**src/rtl/pport_pkg.sv**
```systemverilog
package pport_pkg;

    localparam int BYTE_W = 8;
    localparam int OFS_W  = 2;
    localparam int CTRL_W = 6;

    typedef enum logic [OFS_W-1:0] {
        OFS_DATA = 2'd0,
        OFS_STAT = 2'd1,
        OFS_CTRL = 2'd2,
        OFS_RSVD = 2'd3
    } ofs_e;

    typedef enum logic [1:0] {
        TMO_IDLE,
        TMO_COUNT,
        TMO_FIRE,
        TMO_HOLD
    } tmo_state_e;

    typedef enum logic {
        RD_IDLE,
        RD_BUSY
    } rd_state_e;

endpackage

```
**src/rtl/pport_decode.sv**
```systemverilog
module pport_decode
    import pport_pkg::*;
(
    input  logic [OFS_W-1:0] addr,
    input  logic             wr,
    input  logic             wbit0,
    output logic             we_data,
    output logic             we_ctrl,
    output logic             tmo_clr
);

    always_comb begin
        we_data = 1'b0;
        we_ctrl = 1'b0;
        tmo_clr = 1'b0;
        if (wr) begin
            unique case (ofs_e'(addr))
                OFS_DATA: we_data = 1'b1;
                OFS_STAT: tmo_clr = wbit0;
                OFS_CTRL: we_ctrl = 1'b1;
                OFS_RSVD: ;
            endcase
        end
    end

endmodule

```
**src/rtl/pport_tmo_fsm.sv**
```systemverilog
module pport_tmo_fsm
    import pport_pkg::*;
#(
    parameter int TMO_CYCLES = 500
) (
    input  logic clk,
    input  logic rst_n,
    input  logic epp_mode,
    input  logic epp_wait,
    output logic tmo_pulse
);

    localparam int CW = $clog2(TMO_CYCLES + 1);
    localparam logic [CW-1:0] LAST = CW'(TMO_CYCLES - 1);

    tmo_state_e state_q, state_d;
    logic [CW-1:0] cnt_q;
    logic waiting;

    assign waiting = epp_mode & epp_wait;

    always_ff @(posedge clk or negedge rst_n) begin
        if (!rst_n) begin
            state_q <= TMO_IDLE;
            cnt_q   <= '0;
        end else begin
            state_q <= state_d;
            if (state_q == TMO_COUNT) begin
                cnt_q <= cnt_q + 1'b1;
            end else begin
                cnt_q <= CW'(1);
            end
        end
    end

    always_comb begin
        state_d = state_q;
        unique case (state_q)
            TMO_IDLE:  if (waiting) state_d = TMO_COUNT;
            TMO_COUNT: begin
                if (!waiting)           state_d = TMO_IDLE;
                else if (cnt_q == LAST) state_d = TMO_FIRE;
            end
            TMO_FIRE:  state_d = waiting ? TMO_HOLD : TMO_IDLE;
            TMO_HOLD:  if (!waiting) state_d = TMO_IDLE;
        endcase
    end

    always_comb begin
        unique case (state_q)
            TMO_FIRE: tmo_pulse = 1'b1;
            TMO_IDLE, TMO_COUNT, TMO_HOLD: tmo_pulse = 1'b0;
        endcase
    end

endmodule

```
**src/rtl/pport_rd_fsm.sv**
```systemverilog
module pport_rd_fsm
    import pport_pkg::*;
(
    input  logic              clk,
    input  logic              rst_n,
    input  logic              rd,
    input  logic [OFS_W-1:0]  addr,
    input  logic [BYTE_W-1:0] live,
    output logic [BYTE_W-1:0] rdata
);

    rd_state_e state_q, state_d;
    logic [BYTE_W-1:0] rdata_q;
    logic capture;

    always_comb begin
        state_d = state_q;
        unique case (state_q)
            RD_IDLE: if (rd)  state_d = RD_BUSY;
            RD_BUSY: if (!rd) state_d = RD_IDLE;
        endcase
    end

    always_comb begin
        unique case (state_q)
            RD_IDLE: capture = rd;
            RD_BUSY: capture = rd && (ofs_e'(addr) != OFS_STAT);
        endcase
    end

    always_ff @(posedge clk or negedge rst_n) begin
        if (!rst_n) begin
            state_q <= RD_IDLE;
            rdata_q <= '0;
        end else begin
            state_q <= state_d;
            if (capture) rdata_q <= live;
        end
    end

    assign rdata = rdata_q;

endmodule

```
**src/rtl/pport_regfile.sv**
```systemverilog
module pport_regfile
    import pport_pkg::*;
#(
    parameter int CLK_HZ = 50_000_000,
    parameter int TMO_US = 10
) (
    input  logic                 clk,
    input  logic                 rst_n,
    input  logic [1:0]           bus_addr,
    input  logic [7:0]           bus_wdata,
    input  logic                 bus_wr,
    input  logic                 bus_rd,
    output logic [7:0]           bus_rdata,
    output logic [7:0]           pd_out,
    output logic                 pd_oe,
    input  logic [7:0]           pd_in,
    input  logic                 err_n_in,
    input  logic                 sel_in,
    input  logic                 paper_out_in,
    input  logic                 ack_n_in,
    input  logic                 busy_in,
    output logic                 strobe_n_out,
    input  logic                 epp_mode,
    input  logic                 epp_wait
);

    localparam int TMO_CYCLES = (CLK_HZ / 1_000_000) * TMO_US;

    logic we_data, we_ctrl, tmo_clr, tmo_pulse;
    logic [BYTE_W-1:0] data_q;
    logic [CTRL_W-1:0] ctrl_q;
    logic              tmo_flag;
    logic [BYTE_W-1:0] status_live, live;

    pport_decode i_dec (
        .addr    (bus_addr),
        .wr      (bus_wr),
        .wbit0   (bus_wdata[0]),
        .we_data (we_data),
        .we_ctrl (we_ctrl),
        .tmo_clr (tmo_clr)
    );

    pport_tmo_fsm #(.TMO_CYCLES(TMO_CYCLES)) i_tmo (
        .clk       (clk),
        .rst_n     (rst_n),
        .epp_mode  (epp_mode),
        .epp_wait  (epp_wait),
        .tmo_pulse (tmo_pulse)
    );

    always_ff @(posedge clk or negedge rst_n) begin
        if (!rst_n) begin
            data_q   <= '0;
            ctrl_q   <= '0;
            tmo_flag <= 1'b0;
        end else begin
            if (we_data) data_q <= bus_wdata;
            if (we_ctrl) ctrl_q <= bus_wdata[CTRL_W-1:0];
            if (tmo_pulse)    tmo_flag <= 1'b1;
            else if (tmo_clr) tmo_flag <= 1'b0;
        end
    end

    assign status_live = {~busy_in, ack_n_in, paper_out_in, sel_in, err_n_in,
                          2'b00, tmo_flag & epp_mode};

    always_comb begin
        unique case (ofs_e'(bus_addr))
            OFS_DATA: live = epp_mode ? data_q : pd_in;
            OFS_STAT: live = status_live;
            OFS_CTRL: live = {{(BYTE_W-CTRL_W){1'b0}}, ctrl_q};
            OFS_RSVD: live = '0;
        endcase
    end

    pport_rd_fsm i_rd (
        .clk   (clk),
        .rst_n (rst_n),
        .rd    (bus_rd),
        .addr  (bus_addr),
        .live  (live),
        .rdata (bus_rdata)
    );

    assign pd_out       = data_q;
    assign pd_oe        = ~ctrl_q[5];
    assign strobe_n_out = ~ctrl_q[0];

endmodule

```
**config.mk**
```make
export PLATFORM = sky130hd
export DESIGN_NAME = pport_regfile
export DESIGN_NICKNAME = d
export VERILOG_FILES = /design/src/rtl/pport_pkg.sv /design/src/rtl/pport_decode.sv /design/src/rtl/pport_tmo_fsm.sv /design/src/rtl/pport_rd_fsm.sv /design/src/rtl/pport_regfile.sv
export SDC_FILE = /design/constraint.sdc
export NUM_CORES = 1
export LEC_CHECK = 0
export ABC_AREA = 1
export BUFFER_PORTS_ARGS = -buffer_cell sky130_fd_sc_hd__buf_2
export CAP_MARGIN = 10
export CORE_ASPECT_RATIO = 1.25
export CORE_UTILIZATION = 50
export DETAILED_ROUTE_END_ITERATION = 10
export GPL_TIMING_DRIVEN = 0
export PLACE_DENSITY = 0.75
export SYNTH_ARGS = -nofsm -noshare
export SYNTH_HDL_FRONTEND = slang
export SYNTH_SLANG_ARGS = --single-unit
```
**constraint.sdc**
```tcl
create_clock -name clk -period 1.6 [get_ports clk]
set_input_delay 0.16 -clock clk [delete_from_list [all_inputs] [get_ports clk]]
set_output_delay 0.16 -clock clk [all_outputs]
set_load 0.005 [all_outputs]
```
# == Word-level counts from Yosys, hierarchy flattened ==
# Index checks and enable logic that the tools add are counted.
# word_totals
wordCells,51
latch_bits,0
inputBits,29
n_memories,0
regBits,35
out_inout_bits,18
romBits,0
ram_bits,0
# op_classes
muxes,20
n_reduce_logical,6
addsub,1
n_div,0
n_bitwise,6
n_shift,0
n_mul,0
n_lt_le_gt_ge,0
n_eq_ne,11
# ops
operator,count
$pmux 8 s4,1
$mux 2,5
$add 9x1->9 const B,1
$eq 9x9->1 const B,1
$mux 1,9
$mux 9,1
$eq 2x2->1 const B,4
$mux 8,1
$pmux 2 s4,1
$eq 2x1->1 const B,2
$logic_not 2->1,2
$ne 2x1->1 const B,2
$not 1->1,4
$pmux 1 s2,2
$ne 3x3->1 const B,1
$reduce_and 3->1,1
$reduce_or 3->1,1
$and 1x1->1,2
$ne 2x2->1 const B,1
$reduce_bool 2->1,1
$logic_and 1x1->1,1

# == Depth between registers and ports, before layout ==
# logic_depth
depth_word,5
ltp_mapped,8
ltp_nobuf,7

# == Cells and area by module ==
# A second synthesis with hierarchy kept.
# hier_totals
cells_unflattened,227
area_unflattened_um2,1806.7
# modules_own_cells
mod,seq_area_each_um2,instances,area_each_um2,cells_each
pport_regfile,375.4,1,865.8,117
pport_tmo_fsm,275.3,1,543.0,66
pport_rd_fsm,225.2,1,371.6,37
pport_decode,0.0,1,26.3,7

# == Least setup slack after synthesis ==
# No wires, ideal clock.
# synth_timing
path_kind,register to register
from,reg i_tmo.cnt_q[0]
to,reg i_tmo.cnt_q[8]
setup_ns,0.119
synth_period_minus_slack_ns,1.167
stages_incl_launch_ff,7
n_path_buf,0
arrival_time_ns,1.048
slack_ns,0.433
t_required_ns,1.481
path_cell_list,dfrtp_1 > ha_1 > nand2_1 > nor2_1 > nand3_1 > nand2_1 > nor2_1
# synth_via
elab_chain_cells,2
# synth_rtl
element,line,text
"start, declared",pport_tmo_fsm.sv:17,logic [CW-1:0] cnt_q;
"start signal, assigned",pport_tmo_fsm.sv:29,cnt_q <= cnt_q + 1'b1;
$add 9x1->9,pport_tmo_fsm.sv:29,
$mux 9,pport_tmo_fsm.sv:28,if (state_q == TMO_COUNT) begin
# Every way passes these cells.
# A chain may end at the register's enable or synchronous reset.

# == Worst setup path in the final report ==
# layout_timing
from,reg i_tmo.cnt_q[0]
to,reg i_tmo.cnt_q[6]
# Same word-level chain as after synthesis.

==> metrics.txt <==
initial core utilization=54.0%; die area=3820 um^2; async set-or-reset flop fraction in the synthesized netlist=100%; R2R setup slack=0.25 ns; residual DRC count=0; crit path cell chain=ha_1 -> nand2_1 -> nor2_1 -> nand3_1 -> nand2_1 -> nor2_1; warning count from the yosys run=0; achievable frequency=740 MHz; final number of hold-violating endpoints=0; gr usage total=21.8%; Core ar.=3310 um^2; RSZ-0062 raised after global routing=no; Post-Syn Area per Cell=7.88 um^2; NumNets Final=309; Tmin final=1.35 ns; met1 capacity usage during global routing=26.5%; synth top area cells=dfrtp_1 49%, nand2_1 14%, inv_1 6.3%; routed len/inst=11.7 um; Period Utilization, post-route=84.5%; Slew headroom=49.3%; synth cell count leaders=68 x nand2_1, 35 x dfrtp_1, 30 x inv_1; CTS tree=yes; Seq/Total Area, Yosys=49.0%; met2 usage=37.0%; met3 GRT Util=5.78%; grt ovf=0; total power divided by cell area=1010 nW/um^2; clock latency on the worst-skew pair=0.28 ns; critical path arrival=1.52 ns; CP Class=register to register; top cell type's share of synthesized area=49.0%; worst slew pin tran=0.760 ns; Post-Syn Instances=227; H-tree levels=2; Setup Viol. Count Final=0; CTS sink cnt=35; Post-synth EDFFs=0; leak pwr=1.19 nW; Area growth syn-to-layout=22.0%; vias in the first global route=1,445; Required @ worst endpoint=1.77 ns; die width=55.5 um; Via Count=1,555; Synth Net Count=257; CP Capture Type=register; CP bufs+invs=0; drt pass-1 iters=4; count leader, synth=nand2_1; hold slack=0.0430 ns; Max VDD drop=945 uV; layout cell share with drive strength beyond 1=28.9%; Fin Setup TNS=0 ns; CP max stage delay=0.41 ns; clock slew at reported path FFs=0.07 ns; FF+latch count, synth=35; Post-Route WL=3.70 mm; Root Buffer=clkbuf_8; dominant cell type by area after synthesis=dfrtp_1; # Post-CTS Setup Buffers=0; initial antenna violation count=0; cts bufs inserted=5; main flop type after synthesis=dfrtp_1; Crit-path slowest cell=dfrtp_1; Antenna Nets Post-Route=0; CP Launch Type=register; Ant. Diodes=0; Yosys cell types=22; GP Congestion=0.808; Slew Limit Fails=0; dpl hpwl=2.74 mm; pin count of the biggest net entering global routing=36; global-route wire length before repair=6.22 mm; Max-cap violations=0; floorplan row count=23; worst min-delay path class=input pin to register; number of port buffers=44; clock tree buffer depth=2; clk_skew=0.00400 ns; vias per cell=4.91; die span in y=68.9 um; IO Count=47; initial DRC count=51; critical path's top delay family=simple AND/OR/NAND/NOR gates; GR peak layer=met2; Synth Cell Area=1790 um^2; outcome=completed; worst-path maximum fanout=6
## cell type report
type	count	area, um^2
clock inverter	2	35.0
tap	37	46.3
timing repair buffer	45	230
fill	306	1130
inverter	32	124
buffer	5	43.8
multi-input combinational	155	744
sequential	35	876
clock buffer	6	82.6
## registers in the layout, indices dropped and copies added, names as in the netlist
signal / cells
i_rd.rdata: 8
ctrl_q: 6
i_tmo.state_q: 2
tmo_flag: 1
i_rd.state_q: 1
i_tmo.cnt_q: 9
pd_out: 8
## metrics by stage
| stage | utilization [%] | cell area [um^2] | setup slack [ns] | instances | total power [mW] |
|---|---|---|---|---|---|
| 6_report | 65.9 | 2180 | 0.248 | 317 | 2.21 |
| 5_1_grt | 65.9 | 2180 | 0.104 | 317 | 2.34 |
| 4_1_cts | 65.9 | 2180 | 0.248 | 317 | 2.24 |
| 3_5_place_dp | 62.1 | 2050 | 0.271 | 308 | 1.42 |
| 3_3_place_gp | 62.1 | 2050 | 0.294 | 308 | 1.41 |
| 2_1_floorplan | - | 1790 | 0.433 | 227 | 1.25 |
## logic make-up (layout without fill, tap and decap cells)
family / count (synthesis) / in the layout / synth area share [%]
DFF: 35 / 35 / 49.0
buffers and inverters: 37 / 90 / 9.38
AOI/OAI and AO/OA: 30 / 30 / 10.1
and+or+nand+nor: 124 / 124 / 30.9
adders and majority gates: 1 / 1 / 0.700
## worst paths after layout
path / end / start / cells past startpoint
setup / recovery: i_tmo.cnt_q[6]$_DFF_PN0_ / i_tmo.cnt_q[0]$_DFF_PN0_ / 6
hold / removal: i_rd.state_q$_DFF_PN0_ / bus_rd / 1
setup reg to reg: i_tmo.cnt_q[6]$_DFF_PN0_ / i_tmo.cnt_q[0]$_DFF_PN0_ / 6
hold reg to reg: i_rd.rdata[6]$_DFFE_PN0P_ / i_rd.rdata[6]$_DFFE_PN0P_ / 2
max in group asynchronous: i_tmo.cnt_q[7]$_DFF_PN0_ / rst_n / 2
min in group asynchronous: pd_out[6]$_DFFE_PN0P_ / rst_n / 2
## cell usage in the layout, fill, tap and decap left out
master,Yosys,routed
nand2_1,68,68
buf_2,2,46
dfrtp_1,35,35
inv_1,30,30
nand3_1,22,22
nor2_1,18,18
o21ai_1,9,9
a21oi_1,8,8
nand2_2,6,6
o21ai_2,6,6
clkbuf_8,0,6
o21ai_0,5,5
or2_2,4,4
buf_6,3,3
nor2_4,2,2
clkinv_2,1,2
a21oi_2,2,2
inv_4,1,1
nand3_2,1,1
nand2_4,1,1
or2_1,1,1
nand4_1,1,1
ha_1,1,1
bufinv_16,0,1
dlygate4sd3_1,0,1
## metal layers
metal	vias to the layer above	wire (um)
met4	0	53
met3	4	193
met2	44	1740
met1	696	1710
li1	811	-
met5	-	0
## report_power, final
group          switching [mW]  internal (mW)  leakage, nW
combinational           0.202          0.165        0.682
clock                   0.308          0.504       0.0612
sequential             0.0600          0.975        0.447
total                   0.570           1.64         1.19
## repair_timing
action | CTS | global route
gates resized for setup | 0 | 0
hold endpoints to repair | 35 | 0
setup endpoints to repair | 0 | 0
hold buffers | 1 | 0
Note: power is estimated with default switching activity, not from simulation.
